File: src/rtl/irq_agg_pkg.sv
package irq_agg_pkg;
  localparam logic [15:0] OFF_GSTAT = 16'h0040;
  localparam logic [15:0] OFF_MSET  = 16'h0048;
  localparam logic [15:0] OFF_MCLR  = 16'h004C;
  localparam logic [15:0] OFF_GEN   = 16'h0050;
  localparam logic [15:0] OFF_SSTAT = 16'h0060;

  localparam int unsigned HOST_EN_BIT = 7;

  localparam int unsigned SRC_SPI  = 0;
  localparam int unsigned SRC_TWI0 = 1;
  localparam int unsigned SRC_TWI1 = 2;
  localparam int unsigned SRC_DMA0 = 3;
  localparam int unsigned SRC_DMA1 = 4;
  localparam int unsigned SRC_CI   = 5;

  typedef enum logic [2:0] {
    SEL_NONE,
    SEL_GSTAT,
    SEL_MSET,
    SEL_MCLR,
    SEL_GEN,
    SEL_SSTAT
  } reg_sel_e;
endpackage

File: src/rtl/irq_reg_decode.sv
module irq_reg_decode
  import irq_agg_pkg::*;
#(
  parameter int unsigned ADDR_W = 16
) (
  input  logic [ADDR_W-1:0] addr_i,
  input  logic              we_i,
  output reg_sel_e          sel_o,
  output logic              gen_we_o,
  output logic              mset_we_o,
  output logic              mclr_we_o
);
  always_comb begin
    sel_o = SEL_NONE;
    if      (addr_i == ADDR_W'(OFF_GSTAT)) sel_o = SEL_GSTAT;
    else if (addr_i == ADDR_W'(OFF_MSET))  sel_o = SEL_MSET;
    else if (addr_i == ADDR_W'(OFF_MCLR))  sel_o = SEL_MCLR;
    else if (addr_i == ADDR_W'(OFF_GEN))   sel_o = SEL_GEN;
    else if (addr_i == ADDR_W'(OFF_SSTAT)) sel_o = SEL_SSTAT;
  end

  // status registers are read-only: no strobe for them
  assign gen_we_o  = we_i && (sel_o == SEL_GEN);
  assign mset_we_o = we_i && (sel_o == SEL_MSET);
  assign mclr_we_o = we_i && (sel_o == SEL_MCLR);
endmodule

File: src/rtl/irq_mask_reg.sv
module irq_mask_reg #(
  parameter int unsigned MASK_W = 16
) (
  input  logic              clk_i,
  input  logic              rst_ni,
  input  logic              set_we_i,
  input  logic [MASK_W-1:0] set_bits_i,
  input  logic              clr_we_i,
  input  logic [MASK_W-1:0] clr_bits_i,
  output logic [MASK_W-1:0] mask_o,
  output logic [MASK_W-1:0] mask_next_o
);
  logic [MASK_W-1:0] mask_q, mask_d;

  always_comb begin
    mask_d = mask_q;
    if (set_we_i) mask_d = mask_d | set_bits_i;
    if (clr_we_i) mask_d = mask_d & ~clr_bits_i;  // clear wins on overlap
  end

  always_ff @(posedge clk_i or negedge rst_ni) begin
    if (!rst_ni) mask_q <= '0;
    else         mask_q <= mask_d;
  end

  assign mask_o      = mask_q;
  assign mask_next_o = mask_d;

  assert_mask_set_R2: assert property (@(posedge clk_i) disable iff (!rst_ni)
    (set_we_i && !clr_we_i) |=> ((mask_q & $past(set_bits_i)) == $past(set_bits_i)));

  assert_mask_hold_R2: assert property (@(posedge clk_i) disable iff (!rst_ni)
    (!set_we_i && !clr_we_i) |=> $stable(mask_q));

  assert_mask_clear_R3: assert property (@(posedge clk_i) disable iff (!rst_ni)
    clr_we_i |=> ((mask_q & $past(clr_bits_i)) == '0));
endmodule

File: src/rtl/irq_out_stage.sv
module irq_out_stage (
  input  logic clk_i,
  input  logic rst_ni,
  input  logic en_we_i,
  input  logic en_wbit_i,
  input  logic pend_next_i,
  output logic en_o,
  output logic irq_o
);
  logic en_q, en_d, irq_q;

  assign en_d = en_we_i ? en_wbit_i : en_q;

  always_ff @(posedge clk_i or negedge rst_ni) begin
    if (!rst_ni) begin
      en_q  <= 1'b0;
      irq_q <= 1'b0;
    end else begin
      en_q  <= en_d;
      irq_q <= en_d & pend_next_i;
    end
  end

  assign en_o  = en_q;
  assign irq_o = irq_q;

  assert_irq_gated_R7: assert property (@(posedge clk_i) disable iff (!rst_ni)
    !en_q |-> !irq_q);

  assert_irq_off_R7: assert property (@(posedge clk_i) disable iff (!rst_ni)
    (en_we_i && !en_wbit_i) |=> !irq_q);

  assert_irq_on_R7: assert property (@(posedge clk_i) disable iff (!rst_ni)
    (en_we_i && en_wbit_i && pend_next_i) |=> irq_q);

  assert_en_hold_R6: assert property (@(posedge clk_i) disable iff (!rst_ni)
    !en_we_i |=> $stable(en_q));
endmodule

File: src/rtl/irq_collector.sv
module irq_collector
  import irq_agg_pkg::*;
#(
  parameter int unsigned NUM_SRC = 6,
  parameter int unsigned MASK_W  = 16,
  parameter int unsigned ADDR_W  = 16,
  parameter int unsigned DATA_W  = 32
) (
  input  logic               clk_i,
  input  logic               rst_ni,
  input  logic [NUM_SRC-1:0] src_i,
  input  logic               reg_we_i,
  input  logic [ADDR_W-1:0]  reg_addr_i,
  input  logic [DATA_W-1:0]  reg_wdata_i,
  output logic [DATA_W-1:0]  reg_rdata_o,
  output logic               host_irq_o
);
  reg_sel_e          sel;
  logic              gen_we, mset_we, mclr_we;
  logic [MASK_W-1:0] mask_q, mask_d;
  logic [MASK_W-1:0] src_stat, src_pend_d;
  logic              any_now, any_next, en_q;

  irq_reg_decode #(.ADDR_W(ADDR_W)) u_dec (
    .addr_i    (reg_addr_i),
    .we_i      (reg_we_i),
    .sel_o     (sel),
    .gen_we_o  (gen_we),
    .mset_we_o (mset_we),
    .mclr_we_o (mclr_we)
  );

  irq_mask_reg #(.MASK_W(MASK_W)) u_mask (
    .clk_i       (clk_i),
    .rst_ni      (rst_ni),
    .set_we_i    (mset_we),
    .set_bits_i  (reg_wdata_i[MASK_W-1:0]),
    .clr_we_i    (mclr_we),
    .clr_bits_i  (reg_wdata_i[MASK_W-1:0]),
    .mask_o      (mask_q),
    .mask_next_o (mask_d)
  );

  for (genvar i = 0; i < MASK_W; i++) begin : g_src
    if (i < NUM_SRC) begin : g_used
      assign src_stat[i]   = src_i[i] & mask_q[i];
      assign src_pend_d[i] = src_i[i] & mask_d[i];
    end else begin : g_spare
      assign src_stat[i]   = 1'b0;
      assign src_pend_d[i] = 1'b0;
    end
  end

  assign any_now  = |src_stat;
  assign any_next = |src_pend_d;

  irq_out_stage u_out (
    .clk_i       (clk_i),
    .rst_ni      (rst_ni),
    .en_we_i     (gen_we),
    .en_wbit_i   (reg_wdata_i[HOST_EN_BIT]),
    .pend_next_i (any_next),
    .en_o        (en_q),
    .irq_o       (host_irq_o)
  );

  always_comb begin
    reg_rdata_o = '0;
    unique case (sel)
      SEL_GSTAT:         reg_rdata_o[HOST_EN_BIT] = any_now;
      SEL_GEN:           reg_rdata_o[HOST_EN_BIT] = en_q;
      SEL_MSET, SEL_MCLR: reg_rdata_o[MASK_W-1:0] = mask_q;
      SEL_SSTAT:         reg_rdata_o[MASK_W-1:0] = src_stat;
      default:           reg_rdata_o = '0;
    endcase
  end

  logic unused_bits;
  assign unused_bits = ^{reg_wdata_i, mask_d};

  assert_stat_masked_R4: assert property (@(posedge clk_i) disable iff (!rst_ni)
    (sel == SEL_SSTAT) |-> ((reg_rdata_o[MASK_W-1:0] & ~mask_q) == '0));

  assert_gstat_R5: assert property (@(posedge clk_i) disable iff (!rst_ni)
    (sel == SEL_GSTAT) |-> (reg_rdata_o[HOST_EN_BIT] == (|(src_i & mask_q[NUM_SRC-1:0]))));
endmodule

File: config.mk
export PLATFORM = sky130hd
export DESIGN_NAME = irq_collector
export DESIGN_NICKNAME = d
export VERILOG_FILES = /design/src/rtl/irq_agg_pkg.sv /design/src/rtl/irq_reg_decode.sv /design/src/rtl/irq_mask_reg.sv /design/src/rtl/irq_out_stage.sv /design/src/rtl/irq_collector.sv
export SDC_FILE = /design/constraint.sdc
export NUM_CORES = 1
export LEC_CHECK = 0
export BUFFER_PORTS_ARGS = -buffer_cell sky130_fd_sc_hd__buf_4
export CORE_MARGIN = 3
export CORE_UTILIZATION = 39
export DETAILED_ROUTE_END_ITERATION = 8
export HOLD_SLACK_MARGIN = 0.12
export PLACE_DENSITY_LB_ADDON = 0.12
export SLEW_MARGIN = 5
export SYNTH_ARGS = -nofsm -noshare
export SYNTH_HDL_FRONTEND = slang
export SYNTH_SLANG_ARGS = --single-unit
File: constraint.sdc
create_clock -name clk_i -period 1.4 [get_ports clk_i]
set_input_delay 0.07 -clock clk_i [delete_from_list [all_inputs] [get_ports clk_i]]
set_output_delay 0.07 -clock clk_i [all_outputs]
set_load 0.01 [all_outputs]
==> flow_summary_export.csv <==
group,metric,value,unit
clock_network,clkSinkCount,18,
floorplanning,die_width,66.5,um
cells_and_area,syn2layout_area_growth,61.3,%
placement,gp_congestion,0.894,
setup_path,reg2reg_slack,0.13,ns
timing,rsz0062_at_grt,"true",
floorplanning,die_y,66.5,um
placement,portBuffers,57,
setup_path,crit_required,1.33,ns
timing,fin_ws,-0.229,ns
drt,ant_nets,0,
logic_synthesis,synth_seq_cells,18,
grt,grt_use_total,0.188,
logic_synthesis,syn_area,1430,sq um
logic_synthesis,ys.warnings.count,0,
placement,place_area,1960,sq um
drt,dr.pass1.iters,4,
status,status,"finished, violations left",
floorplanning,io_pins,90,
drt,wl,3.95,mm
logic_synthesis,avgSynthCellArea,8.71,sq um
clock_network,clk_path_buf_depth,2,
logic_synthesis,synth_seq_area_share,0.315,
cells_and_area,final_common_cell,"buf_4",
grt,grt_pass1_wl,6.42,mm
drt,wl_per_cell,13.0,um
drt,drt_iter0_drc,61,
floorplanning,start_util,0.415,
cells_and_area,postLayoutCellArea,2300,sq um
timing,slew_viol_final,0,
clock_network,cts_tree,"built",
cells_and_area,nets,316,
logic_synthesis,syn_inst,164,
setup_path,crit_type,"flop to output port",
placement,pre_cts_ws,-0.229,ns
setup_path,max_stage_delay,0.41,ns
timing,fin_crit_sh,1.16,
timing,fmax,0.614,GHz
timing,final.min_clock_period,1.63,ns
grt,grt_pass1_vias,1471,
grt,grt-ovfl-total,0,
cells_and_area,drive_gt1_frac,0.403,
placement,dp_hpwl,2.95,mm
setup_path,crit_arrival,1.56,ns
timing,skew,0.000232,ns
logic_synthesis,ys_types,30,
pwr,power_density,531,nW/um^2
timing,hold_viol,0,
pwr,p_leak,1.25,nW
status,violations,"setup timing",
cells_and_area,layout_common_cells,"63 x buf_4, 24 x nand2_1, 19 x inv_1",
clock_network,clock_latency,0.25,ns
drt,drc_errors,0,
setup_path,end_kind,"output port",
drt,vias,1446,
grt,antenna_found_initial,0,
setup_path,critPathLaunchType,"flop",
cells_and_area,multi_input_comb_area,851,sq um
grt,grt_max_degree,19,
floorplanning,rows,21,
setup_path,critPathSlowestCell,"dfrtp_1",
timing,setup_violations,16,
cells_and_area,n_fill_cell,288,
floorplanning,die_area,4430,sq um
floorplanning,core,3440,sq um
clock_network,ctsRootBufferMaster,"clkbuf_8",
pwr,peakVddDrop,0.445,mV
job,maxCapViolCount,0,
clock_network,numCtsBuffers,3,
drt,avgViaCountPerCell,4.76,
min_path,holdCritPathClass,"input port to flop",
cells_and_area,register_area,450,sq um
clock_network,clk_pin_slew,0.07,ns
clock_network,ctsHtreeMaxLevel,1,
cells_and_area,num_antenna_cells,0,
setup_path,crit_chain,"a22oi_2, a311o_1, o21ai_1, a22oi_1, nor2_1, buf_4",
setup_path,path_max_fanout,4,
## worst max-delay path: cells and delay by family, from the launching register on
| kind | cells | cell delay, ns |
|---|---|---|
| AO/OA/AOI/OAI | 4 | 0.67 |
| flip-flops | 1 | 0.41 |
| buffers and inverters | 1 | 0.13 |
| AND/OR/NAND/NOR | 1 | 0.11 |
## cell usage after synthesis
library cell	instances	area (sq um)
o22ai_1	2	12.5
a211oi_1	1	7.51
dfrtp_1	18	450
and2_2	9	67.6
buf_4	17	128
nor2_1	9	33.8
or4_1	1	7.51
conb_1	1	3.75
nand2b_4	1	13.8
nor4_4	5	106
a41o_1	1	10.0
and4b_1	1	10.0
o211ai_1	1	7.51
nand2_1	24	90.1
o21ai_0	8	40.0
a22oi_1	4	30.0
clkbuf_1	2	7.51
nor3_1	4	20.0
a31oi_1	3	18.8
nor4_1	1	6.26
and2_1	1	6.26
buf_6	1	11.3
nand2b_1	3	18.8
or3_4	1	11.3
inv_1	19	71.3
a21oi_1	6	30.0
nor2_4	1	11.3
mux2i_1	17	170
nand3_4	1	17.5
a311o_1	1	10.0
## metrics by stage
step	hold WS (ns)	utilization	std cells	power [mW]	setup TNS, ns
2_1_floorplan	-0.226	-	179	0.636	-0.225
3_5_place_dp	-0.0475	0.571	279	0.751	-4.79
3_3_place_gp	-0.0465	0.571	279	0.748	-3.41
6_report	0.129	0.670	304	1.22	-0.750
5_1_grt	0.131	0.670	304	1.28	-2.10
4_1_cts	0.127	0.667	304	1.23	-0.739
## logic make-up (layout without fill, tap and decap cells)
| logic type | after synthesis | in the layout | synth area share |
|---|---|---|---|
| AOI/OAI and AO/OA | 27 | 27 | 0.116 |
| buffers and inverters | 39 | 118 | 0.152 |
| DFF | 18 | 18 | 0.315 |
| muxes | 17 | 17 | 0.119 |
| other | 1 | 16 | 0.00262 |
| and+or+nand+nor | 62 | 62 | 0.294 |
## power by group
part	leakage [nW]	internal [mW]	switching (mW)
clock	0.0288	0.250	0.181
sequential	0.168	0.520	0.000130
combinational	1.05	0.150	0.123
total	1.25	0.920	0.304
## metal layers
| metal | vias to the layer above | GRT usage | part of all wire |
|---|---|---|---|
| li1 | 705 | - | - |
| met1 | 665 | 0.228 | 0.42 |
| met2 | 68 | 0.330 | 0.50 |
| met3 | 8 | 0.0371 | 0.071 |
| met4 | 0 | 0.0635 | 0.015 |
| met5 | - | 0 | 0 |
## final cells by class
class | count | share of cell area
clock buffer | 4 | 0.0239
inverter | 19 | 0.0309
multi-input combinational | 122 | 0.369
sequential | 18 | 0.195
tap | 46 | 0.0250
timing repair buffer | 95 | 0.356
## what timing repair did
item / CTS / global route
gates resized for setup: 26 / 3
hold endpoints to repair: 35 / 0
buffers inserted: 3 / 0
hold buffers: 18 / 0
endpoints found under the setup margin: 16 / 17
pin swaps: 15 / 1
## worst paths after layout
check                                      start                    endpoint  cells past startpoint
worst max-delay path            u_mask.mask_o[2]              reg_rdata_o[7]                      6
worst min-delay path                    src_i[1]                 u_out.irq_o                      3
worst max register to register  u_mask.mask_o[4]                 u_out.irq_o                      5
worst min register to register              flop                        flop                      2
max in group asynchronous                 rst_ni  asynchronous set/reset pin                      2
min in group asynchronous                 rst_ni            u_mask.mask_o[5]                      2
Power figures use the tool's default switching activity.
